## src/rtl/byte_alu_pkg.sv

```systemverilog
package byte_alu_pkg;

  localparam int DATA_W = 8;
  localparam int OP_W   = 6;

  // status bit positions
  localparam int FL_C = 0;
  localparam int FL_Z = 1;
  localparam int FL_I = 2;
  localparam int FL_D = 3;
  localparam int FL_B = 4;
  localparam int FL_U = 5;
  localparam int FL_V = 6;
  localparam int FL_N = 7;

  localparam logic [DATA_W-1:0] MSK_C  = DATA_W'(1) << FL_C;
  localparam logic [DATA_W-1:0] MSK_Z  = DATA_W'(1) << FL_Z;
  localparam logic [DATA_W-1:0] MSK_I  = DATA_W'(1) << FL_I;
  localparam logic [DATA_W-1:0] MSK_D  = DATA_W'(1) << FL_D;
  localparam logic [DATA_W-1:0] MSK_B  = DATA_W'(1) << FL_B;
  localparam logic [DATA_W-1:0] MSK_U  = DATA_W'(1) << FL_U;
  localparam logic [DATA_W-1:0] MSK_V  = DATA_W'(1) << FL_V;
  localparam logic [DATA_W-1:0] MSK_N  = DATA_W'(1) << FL_N;
  localparam logic [DATA_W-1:0] MSK_ZN = MSK_Z | MSK_N;

  localparam logic [DATA_W-1:0] ST_RESET = MSK_I | MSK_U;

  // operation codes
  localparam logic [OP_W-1:0] OP_NOP  = 6'd0;
  localparam logic [OP_W-1:0] OP_ADC  = 6'd1;
  localparam logic [OP_W-1:0] OP_SBC  = 6'd2;
  localparam logic [OP_W-1:0] OP_AND  = 6'd3;
  localparam logic [OP_W-1:0] OP_OR   = 6'd4;
  localparam logic [OP_W-1:0] OP_XOR  = 6'd5;
  localparam logic [OP_W-1:0] OP_CMPA = 6'd6;
  localparam logic [OP_W-1:0] OP_CMPX = 6'd7;
  localparam logic [OP_W-1:0] OP_BIT  = 6'd8;
  localparam logic [OP_W-1:0] OP_LD   = 6'd9;
  localparam logic [OP_W-1:0] OP_SLA  = 6'd10;
  localparam logic [OP_W-1:0] OP_SRA  = 6'd11;
  localparam logic [OP_W-1:0] OP_RLA  = 6'd12;
  localparam logic [OP_W-1:0] OP_RRA  = 6'd13;
  localparam logic [OP_W-1:0] OP_SLM  = 6'd14;
  localparam logic [OP_W-1:0] OP_SRM  = 6'd15;
  localparam logic [OP_W-1:0] OP_RLM  = 6'd16;
  localparam logic [OP_W-1:0] OP_RRM  = 6'd17;
  localparam logic [OP_W-1:0] OP_INCM = 6'd18;
  localparam logic [OP_W-1:0] OP_DECM = 6'd19;
  localparam logic [OP_W-1:0] OP_CLRC = 6'd20;
  localparam logic [OP_W-1:0] OP_SETC = 6'd21;
  localparam logic [OP_W-1:0] OP_CLRI = 6'd22;
  localparam logic [OP_W-1:0] OP_SETI = 6'd23;
  localparam logic [OP_W-1:0] OP_CLRD = 6'd24;
  localparam logic [OP_W-1:0] OP_SETD = 6'd25;
  localparam logic [OP_W-1:0] OP_CLRV = 6'd26;
  localparam logic [OP_W-1:0] OP_STLD = 6'd27;
  localparam logic [OP_W-1:0] OP_STPU = 6'd28;
  localparam logic [OP_W-1:0] OP_ANDR = 6'd29;
  localparam logic [OP_W-1:0] OP_XSUB = 6'd30;
  localparam logic [OP_W-1:0] OP_ANDS = 6'd31;
  localparam logic [OP_W-1:0] OP_ANDN = 6'd32;

  typedef enum logic [1:0] {
    DST_NONE = 2'd0,
    DST_A    = 2'd1,
    DST_X    = 2'd2,
    DST_MEM  = 2'd3
  } dest_e;

endpackage

```

## src/rtl/byte_alu_adder.sv

```systemverilog
module byte_alu_adder #(
  parameter int W = 8
) (
  input  logic [W-1:0] a,
  input  logic [W-1:0] b,
  input  logic         cin,
  output logic [W-1:0] sum,
  output logic         cout,
  output logic         ovf
);
  logic [W:0] wide;

  assign wide = {1'b0, a} + {1'b0, b} + {{W{1'b0}}, cin};
  assign sum  = wide[W-1:0];
  assign cout = wide[W];
  // same-sign addends whose sum flips sign
  assign ovf  = (a[W-1] ~^ b[W-1]) & (sum[W-1] ^ a[W-1]);
endmodule

```

## src/rtl/byte_alu_shifter.sv

```systemverilog
module byte_alu_shifter #(
  parameter int W = 8
) (
  input  logic [W-1:0] val,
  input  logic         cin,
  input  logic         right,
  input  logic         rotate,
  output logic [W-1:0] out,
  output logic         cout
);
  logic fill;

  assign fill = rotate & cin;
  assign out  = right ? {fill, val[W-1:1]} : {val[W-2:0], fill};
  assign cout = right ? val[0] : val[W-1];
endmodule

```

## src/rtl/byte_alu_status.sv

```systemverilog
module byte_alu_status
  import byte_alu_pkg::*;
(
  input  logic              clk,
  input  logic              rst,
  input  logic              upd,
  input  logic [DATA_W-1:0] mask,
  input  logic [DATA_W-1:0] nxt,
  output logic [DATA_W-1:0] status
);
  logic [DATA_W-1:0] st_q;
  logic [DATA_W-1:0] merged;

  assign merged = (st_q & ~mask) | (nxt & mask);

  always_ff @(posedge clk) begin
    if (rst)      st_q <= ST_RESET;
    else if (upd) st_q <= (merged & ~MSK_B) | MSK_U;
  end

  assign status = st_q;

  // no update request keeps every bit
  assert_hold_R12: assert property (@(posedge clk) disable iff (rst)
    !upd |=> $stable(status));

  // bits outside the mask are untouched by an update
  assert_masked_R7: assert property (@(posedge clk) disable iff (rst)
    upd |=> ((status & ~$past(mask)) == ($past(status) & ~$past(mask) & ~MSK_B | (MSK_U & ~$past(mask)))));
endmodule

```

## src/rtl/byte_alu_core.sv

```systemverilog
module byte_alu_core
  import byte_alu_pkg::*;
(
  input  logic              clk,
  input  logic              rst,
  input  logic              op_valid,
  input  logic [OP_W-1:0]   op_sel,
  input  logic [DATA_W-1:0] acc_in,
  input  logic [DATA_W-1:0] xreg_in,
  input  logic [DATA_W-1:0] operand_in,
  output logic              res_valid,
  output logic [DATA_W-1:0] result,
  output logic [1:0]        dest,
  output logic [DATA_W-1:0] status
);
  localparam int MSB = DATA_W - 1;

  // adder for add / subtract
  logic [DATA_W-1:0] add_b, add_sum;
  logic              add_c, add_v;
  // adder for compare / AND-X-subtract
  logic [DATA_W-1:0] cmp_a, cmp_sum;
  logic              cmp_c, cmp_v;
  // shifter
  logic [DATA_W-1:0] sh_in, sh_out;
  logic              sh_right, sh_rot, sh_c;

  logic [DATA_W-1:0] and_am, and_ax, arr_v;
  logic              c_old;

  logic [DATA_W-1:0] res_n, fmask, fnew;
  dest_e             dst_n;
  logic              zn_en;

  logic [DATA_W-1:0] res_q;
  dest_e             dst_q;
  logic              vld_q;

  assign c_old  = status[FL_C];
  assign and_am = acc_in & operand_in;
  assign and_ax = acc_in & xreg_in;
  assign arr_v  = {c_old, and_am[MSB:1]};

  assign add_b = (op_sel == OP_SBC) ? ~operand_in : operand_in;

  byte_alu_adder #(.W(DATA_W)) u_add (
    .a(acc_in), .b(add_b), .cin(c_old),
    .sum(add_sum), .cout(add_c), .ovf(add_v)
  );

  always_comb begin
    unique case (op_sel)
      OP_CMPX: cmp_a = xreg_in;
      OP_XSUB: cmp_a = and_ax;
      default: cmp_a = acc_in;
    endcase
  end

  byte_alu_adder #(.W(DATA_W)) u_cmp (
    .a(cmp_a), .b(~operand_in), .cin(1'b1),
    .sum(cmp_sum), .cout(cmp_c), .ovf(cmp_v)
  );

  always_comb begin
    sh_in    = acc_in;
    sh_right = 1'b0;
    sh_rot   = 1'b0;
    unique case (op_sel)
      OP_SLM, OP_SRM, OP_RLM, OP_RRM: sh_in = operand_in;
      OP_ANDS: sh_in = and_am;
      default: sh_in = acc_in;
    endcase
    if (op_sel == OP_SRA || op_sel == OP_SRM || op_sel == OP_RRA ||
        op_sel == OP_RRM || op_sel == OP_ANDS)
      sh_right = 1'b1;
    if (op_sel == OP_RLA || op_sel == OP_RLM || op_sel == OP_RRA ||
        op_sel == OP_RRM)
      sh_rot = 1'b1;
  end

  byte_alu_shifter #(.W(DATA_W)) u_sh (
    .val(sh_in), .cin(c_old), .right(sh_right), .rotate(sh_rot),
    .out(sh_out), .cout(sh_c)
  );

  // operation select and flag planning
  always_comb begin
    res_n = '0;
    dst_n = DST_NONE;
    fmask = '0;
    fnew  = '0;
    zn_en = 1'b0;
    case (op_sel)
      OP_ADC, OP_SBC: begin
        res_n = add_sum; dst_n = DST_A; zn_en = 1'b1;
        fmask = MSK_C | MSK_V;
        fnew[FL_C] = add_c; fnew[FL_V] = add_v;
      end
      OP_AND: begin res_n = and_am;                  dst_n = DST_A; zn_en = 1'b1; end
      OP_OR:  begin res_n = acc_in | operand_in;     dst_n = DST_A; zn_en = 1'b1; end
      OP_XOR: begin res_n = acc_in ^ operand_in;     dst_n = DST_A; zn_en = 1'b1; end
      OP_LD:  begin res_n = operand_in;              dst_n = DST_A; zn_en = 1'b1; end
      OP_CMPA, OP_CMPX: begin
        res_n = cmp_sum; zn_en = 1'b1;
        fmask = MSK_C; fnew[FL_C] = cmp_c;
      end
      OP_BIT: begin
        res_n = and_am;
        fmask = MSK_Z | MSK_V | MSK_N;
        fnew[FL_Z] = (and_am == '0);
        fnew[FL_V] = operand_in[FL_V];
        fnew[FL_N] = operand_in[FL_N];
      end
      OP_SLA, OP_SRA, OP_RLA, OP_RRA: begin
        res_n = sh_out; dst_n = DST_A; zn_en = 1'b1;
        fmask = MSK_C; fnew[FL_C] = sh_c;
      end
      OP_SLM, OP_SRM, OP_RLM, OP_RRM: begin
        res_n = sh_out; dst_n = DST_MEM; zn_en = 1'b1;
        fmask = MSK_C; fnew[FL_C] = sh_c;
      end
      OP_INCM: begin res_n = operand_in + 1'b1; dst_n = DST_MEM; zn_en = 1'b1; end
      OP_DECM: begin res_n = operand_in - 1'b1; dst_n = DST_MEM; zn_en = 1'b1; end
      OP_CLRC: begin fmask = MSK_C; fnew[FL_C] = 1'b0; end
      OP_SETC: begin fmask = MSK_C; fnew[FL_C] = 1'b1; end
      OP_CLRI: begin fmask = MSK_I; fnew[FL_I] = 1'b0; end
      OP_SETI: begin fmask = MSK_I; fnew[FL_I] = 1'b1; end
      OP_CLRD: begin fmask = MSK_D; fnew[FL_D] = 1'b0; end
      OP_SETD: begin fmask = MSK_D; fnew[FL_D] = 1'b1; end
      OP_CLRV: begin fmask = MSK_V; fnew[FL_V] = 1'b0; end
      OP_STLD: begin
        res_n = operand_in;
        fmask = '1; fnew = operand_in;
      end
      OP_STPU: begin
        res_n = status | MSK_B | MSK_U; dst_n = DST_MEM;
      end
      OP_ANDR: begin
        res_n = arr_v; dst_n = DST_A; zn_en = 1'b1;
        fmask = MSK_C | MSK_V;
        fnew[FL_C] = arr_v[6];
        fnew[FL_V] = arr_v[6] ^ arr_v[5];
      end
      OP_XSUB: begin
        res_n = cmp_sum; dst_n = DST_X; zn_en = 1'b1;
        fmask = MSK_C; fnew[FL_C] = cmp_c;
      end
      OP_ANDS: begin
        res_n = sh_out; dst_n = DST_A; zn_en = 1'b1;
        fmask = MSK_C; fnew[FL_C] = sh_c;
      end
      OP_ANDN: begin
        res_n = and_am; dst_n = DST_A; zn_en = 1'b1;
        fmask = MSK_C; fnew[FL_C] = and_am[MSB];
      end
      default: begin
        res_n = '0;
      end
    endcase
    if (zn_en) begin
      fmask      = fmask | MSK_ZN;
      fnew[FL_Z] = (res_n == '0);
      fnew[FL_N] = res_n[MSB];
    end
  end

  byte_alu_status u_st (
    .clk(clk), .rst(rst), .upd(op_valid),
    .mask(fmask), .nxt(fnew), .status(status)
  );

  always_ff @(posedge clk) begin
    if (rst) begin
      res_q <= '0;
      dst_q <= DST_NONE;
      vld_q <= 1'b0;
    end else begin
      vld_q <= op_valid;
      if (op_valid) begin
        res_q <= res_n;
        dst_q <= dst_n;
      end
    end
  end

  assign result    = res_q;
  assign dest      = dst_q;
  assign res_valid = vld_q;

  // valid follows the request by one edge
  assert_valid_follow_R12: assert property (@(posedge clk) disable iff (rst)
    op_valid |=> res_valid);

  // register writes always leave zero/negative matching the byte
  assert_zn_match_R5: assert property (@(posedge clk) disable iff (rst)
    (res_valid && (dest == DST_A || dest == DST_X)) |->
      (status[FL_Z] == (result == '0)) && (status[FL_N] == result[MSB]));

  // pushed image has break and bit 5 set
  assert_push_image_R8: assert property (@(posedge clk) disable iff (rst)
    (op_valid && op_sel == OP_STPU) |=> result[FL_B] && result[FL_U] && (dest == DST_MEM));

  // AND-rotate flags derived from the written byte
  assert_andr_flags_R9: assert property (@(posedge clk) disable iff (rst)
    (op_valid && op_sel == OP_ANDR) |=>
      (status[FL_C] == result[6]) && (status[FL_V] == (result[6] ^ result[5])));

  // subtracting an equal value with carry set gives zero with carry
  assert_sbc_equal_R2: assert property (@(posedge clk) disable iff (rst)
    (op_valid && op_sel == OP_SBC && acc_in == operand_in && status[FL_C]) |=>
      status[FL_C] && status[FL_Z]);

  // compares and bit test never name a destination
  assert_cmp_dest_R3: assert property (@(posedge clk) disable iff (rst)
    (op_valid && (op_sel == OP_CMPA || op_sel == OP_CMPX || op_sel == OP_BIT)) |=>
      dest == DST_NONE);

  // fixed status bits
  assert_fixed_bits_R13: assert property (@(posedge clk) disable iff (rst)
    $past(op_valid) |-> status[FL_U] && !status[FL_B]);
endmodule

```

## config.mk

```make
export PLATFORM = sky130hd
export DESIGN_NAME = byte_alu_core
export DESIGN_NICKNAME = d
export VERILOG_FILES = /design/src/rtl/byte_alu_pkg.sv /design/src/rtl/byte_alu_adder.sv /design/src/rtl/byte_alu_shifter.sv /design/src/rtl/byte_alu_status.sv /design/src/rtl/byte_alu_core.sv
export SDC_FILE = /design/constraint.sdc
export NUM_CORES = 1
export LEC_CHECK = 0
export BUFFER_PORTS_ARGS = -buffer_cell sky130_fd_sc_hd__buf_2
export CAP_MARGIN = 40
export CORE_MARGIN = 1
export CORE_UTILIZATION = 45
export DETAILED_ROUTE_END_ITERATION = 10
export MAX_ROUTING_LAYER = met4
export PLACE_DENSITY = 0.77
export SYNTH_ARGS = -nofsm -noshare
export SYNTH_HDL_FRONTEND = slang
export SYNTH_SLANG_ARGS = --single-unit
```

## constraint.sdc

```tcl
create_clock -name clk -period 3.7 [get_ports clk]
set_input_delay 0.185 -clock clk [delete_from_list [all_inputs] [get_ports clk]]
set_output_delay 0.185 -clock clk [all_outputs]
set_load 0.005 [all_outputs]
```

==> results.txt <==
A synthesized cell averages 7.41 um^2. The total wire length came out at 11,700 um. For this block, the initial DRC count from the detailed router was roughly 260.

The post-synthesis cell type count is 73. The final design utilization is 0.547. The placement row count is 30.

For this run, design rule violations remaining after detail routing come to 0. The final-report setup violation count is 0. The number of antenna violations at the first check in global routing was 0. The depth of the critical timing path with buffers and inverters included came out at 15.

The total congestion overflow after global routing is 0. Entering global routing, the biggest net connects 27 pins. The die area is 7640 um^2. The core area came out at 6910 um^2. CTS saw 17 sinks. The number of inserted diodes came out at 0. Counting every instance in the synthesized netlist gives about 440. The TritonCTS clock tree is done. The later-pin clock latency in the skew report is 250 ps. The total global routing track utilization came out at 0.321. The max-capacitance violation count came out at 0.

The detailed placement HPWL is 9210 um. The most common flop cell mapped by yosys is sky130_fd_sc_hd__dfxtp_1. The number of storage elements in the synthesis netlist came out at 17. Setup repair after global routing left no endpoint under its margin. Dividing total power by cell area gives a power density of 192 nW/um^2. The final worst hold slack is ~290 ps. The setup skew after layout is 2.47 ps.

The fmax is approximately 280 MHz. The first detailed-routing pass ran for 5 iterations. The clock tree buffer depth is 2. The share of the Yosys chip area taken by registers is 0.104. The proportion of register bits with asynchronous set or reset after synthesis is 0. STA puts the critical path data arrival time at 3740 ps. The critical path buffer and inverter count came out at 3. The critical path starts at op_sel[3]. The actual slew at the worst max-slew pin is 778 ps.

The die extent in y is 87.4 um. The critical path data required time came out at 3890 ps. Clock tree synthesis selected as its root buffer the cell sky130_fd_sc_hd__clkbuf_8. The via count normalized by instance count is ~6.4.

The filler cell count in the final layout came out at 720. The aggregate negative setup slack came out at 0 ps. The pre-CTS setup slack is -108 ps. In this run the static leakage power is ~0.0017 uW. The reg2reg setup slack is 360 ps. The number of H-tree levels is 1.

The vias after detailed routing is 3,801. The number of hold violations in the final report is 0. The critical path start-end classification is primary input to flip-flop. The max-slew violation count is 0.

The largest single stage delay on the critical path is 720 ps. The initial utilization of the core area, before any placement, comes to 0.475. Measured against its own limit, the worst slew margin works out to 0.479. Routability-driven placement finished with a final weighted congestion of ~0.97. The die extent in x came out at 87.4 um.

The library cell used most frequently in the layout, excluding fill and tap cells, is sky130_fd_sc_hd__buf_2. The proportion of layout cells with a drive suffix above 1 came out at 0.185. The largest fanout of any net on the critical path is 5.

The slowest stage of the critical path belongs to the cell sky130_fd_sc_hd__or4b_2. The count of nets after finishing came out at 575. The post-route antenna net violation count is 0. After layout, the minimum clock period comes to around 3500 ps. Traced cell by cell, the critical path runs through buf_2 > or4b_2 > nor2_2 > o22ai_1 > ha_1 > fa_1 > nor2b_1 > o31ai_1 > buf_4 > a21oi_1 > xnor2_1 > o22ai_1 > nor4_1 > buf_4 > a41o_1.

Broken down by cell family, the worst path's largest delay share belongs to simple AND/OR/NAND/NOR gates. The depth of the worst register-to-register path came out at 11. The total of warnings raised by yosys came out at 0.

The worst-case IR drop observed on VDD is 0.000154 V. The type of origin of the critical path is a primary input. From synthesis to final layout, the design area changed by 15.1%. The run finished with clean final reports. The post-route clock period utilization came out at 0.959. In the layout the commonest cells are sky130_fd_sc_hd__buf_2, sky130_fd_sc_hd__nor2_1, sky130_fd_sc_hd__ha_1. The global-route wire length before repair came out at approximately 18,000 um. The via count of the first global-routing pass came out at around 3,600. The min-delay analysis places its worst path in the category primary input to flip-flop. Buffers inserted during clock tree synthesis total 3. The worst path meets setup with 151 ps of slack.

The number of flops mapped to enable cells by yosys is 0. The cell area after synthesis came out at ~3300 um^2. The worst setup path is captured at a flip-flop.

Counting every net in the synthesized netlist gives 519. The wire length per cell is approximately 20 um. The total power came out at ~730 uW. In this run the count of I/O pins placed on the die edge is 52. The count of input and output buffers is 49. The clock-pin transition on the worst setup and hold timing paths came out at 60 ps.
## synth_stat cells (all sizes together) (3+ instances only)
library cell,number,area (um^2)
a21oi,34,181
xnor2,16,140
o211ai,6,45.0
nor2,44,168
ha,39,488
and4b,3,30.0
and2,4,25.0
o22a,8,70.1
a22o,9,78.8
a221oi,8,70.1
a21o,5,37.5
buf,13,73.8
inv,31,116
a22oi,3,22.5
and3,4,25.0
nor4,8,50.1
nor3,6,30.0
o22ai,11,68.8
nand3,8,40.0
nand3b,3,22.5
nand4b,3,26.3
o221ai,3,26.3
a222oi,4,40.0
clkbuf,12,45.0
nor2b,9,63.8
mux2i,5,50.1
or2,3,18.8
o2111ai,3,32.5
a2111oi,3,26.3
nand4,3,18.8
fa,4,80.1
dfxtp,17,340
a211oi,10,75.1
nand2b,3,18.8
xor2,11,96.3
o21ai,16,80.1
o21a,4,30.0
nand2,32,123
## cells by family after synthesis
group / Yosys count / synth area share
other cells: 2 / 0.00229
compound gates: 148 / 0.328
simple gates: 145 / 0.234
flops: 17 / 0.104
fa+ha+maj: 43 / 0.173
xor+xnor: 27 / 0.0720
mux: 5 / 0.0152
buf+inv: 56 / 0.0716
## worst reg2reg max path: stages (launching register included)
cell                        delay [ps]
sky130_fd_sc_hd__dfxtp_1           390
sky130_fd_sc_hd__inv_1             120
sky130_fd_sc_hd__fa_1              430
sky130_fd_sc_hd__inv_1             100
sky130_fd_sc_hd__fa_1              430
sky130_fd_sc_hd__a222oi_1          320
sky130_fd_sc_hd__inv_1              70
sky130_fd_sc_hd__a2111oi_0         550
sky130_fd_sc_hd__buf_4             220
sky130_fd_sc_hd__o221ai_1          150
sky130_fd_sc_hd__nor4_1            320
sky130_fd_sc_hd__a41o_1            190
## worst min path at each step
stage / start / to / slack (ps) / depth (start not counted)
after global placement: result[4]$_SDFFE_PP0P_ / result[4]$_SDFFE_PP0P_ / 470 / 2
after global routing: rst / result[4]$_SDFFE_PP0P_ / 300 / 2
final: rst / result[4]$_SDFFE_PP0P_ / 290 / 2
after floorplan: rst / dest[0]$_SDFFE_PP0P_ / 260 / 1
after CTS: rst / result[4]$_SDFFE_PP0P_ / 290 / 2
after detailed placement: dest[1]$_SDFFE_PP0P_ / dest[1]$_SDFFE_PP0P_ / 480 / 2
## report_power, final
part / total, uW / internal [uW] / leakage, uW / switching (uW)
sequential: 201 / 194 / 0.000139 / 6.81
clock: 135 / 76.3 / 0.0000228 / 58.6
combinational: 391 / 163 / 0.00156 / 227
## metal layers
| layer | share of wire | global-route usage | vias to the layer above |
|---|---|---|---|
| li1 | - | - | 1784 |
| met1 | 0.43 | 0.411 | 1760 |
| met2 | 0.45 | 0.515 | 214 |
| met3 | 0.082 | 0.0389 | 43 |
| met4 | 0.040 | 0.125 | 0 |
| met5 | 0 | - | - |
## area by class of cell
type | count | area, um^2 | share of cell area
sequential | 17 | 340 | 0.0900
multi-input combinational | 370 | 2710 | 0.717
tap | 96 | 120 | 0.0318
inverter | 31 | 116 | 0.0308
clock buffer | 4 | 45.0 | 0.0119
timing repair buffer | 76 | 448 | 0.119
## what timing repair did
action	CTS	global route
gates resized for setup	0	1
setup buffers	0	0
hold buffers	0	0
setup endpoints to repair	0	2
## through the flow
stage,area (um^2),std cells
after floorplan,3290,443
after global placement,3730,590
after detailed placement,3730,590
after CTS,3780,594
after global routing,3780,594
final,3780,594
No activity file was read; power rests on OpenSTA's default activity.
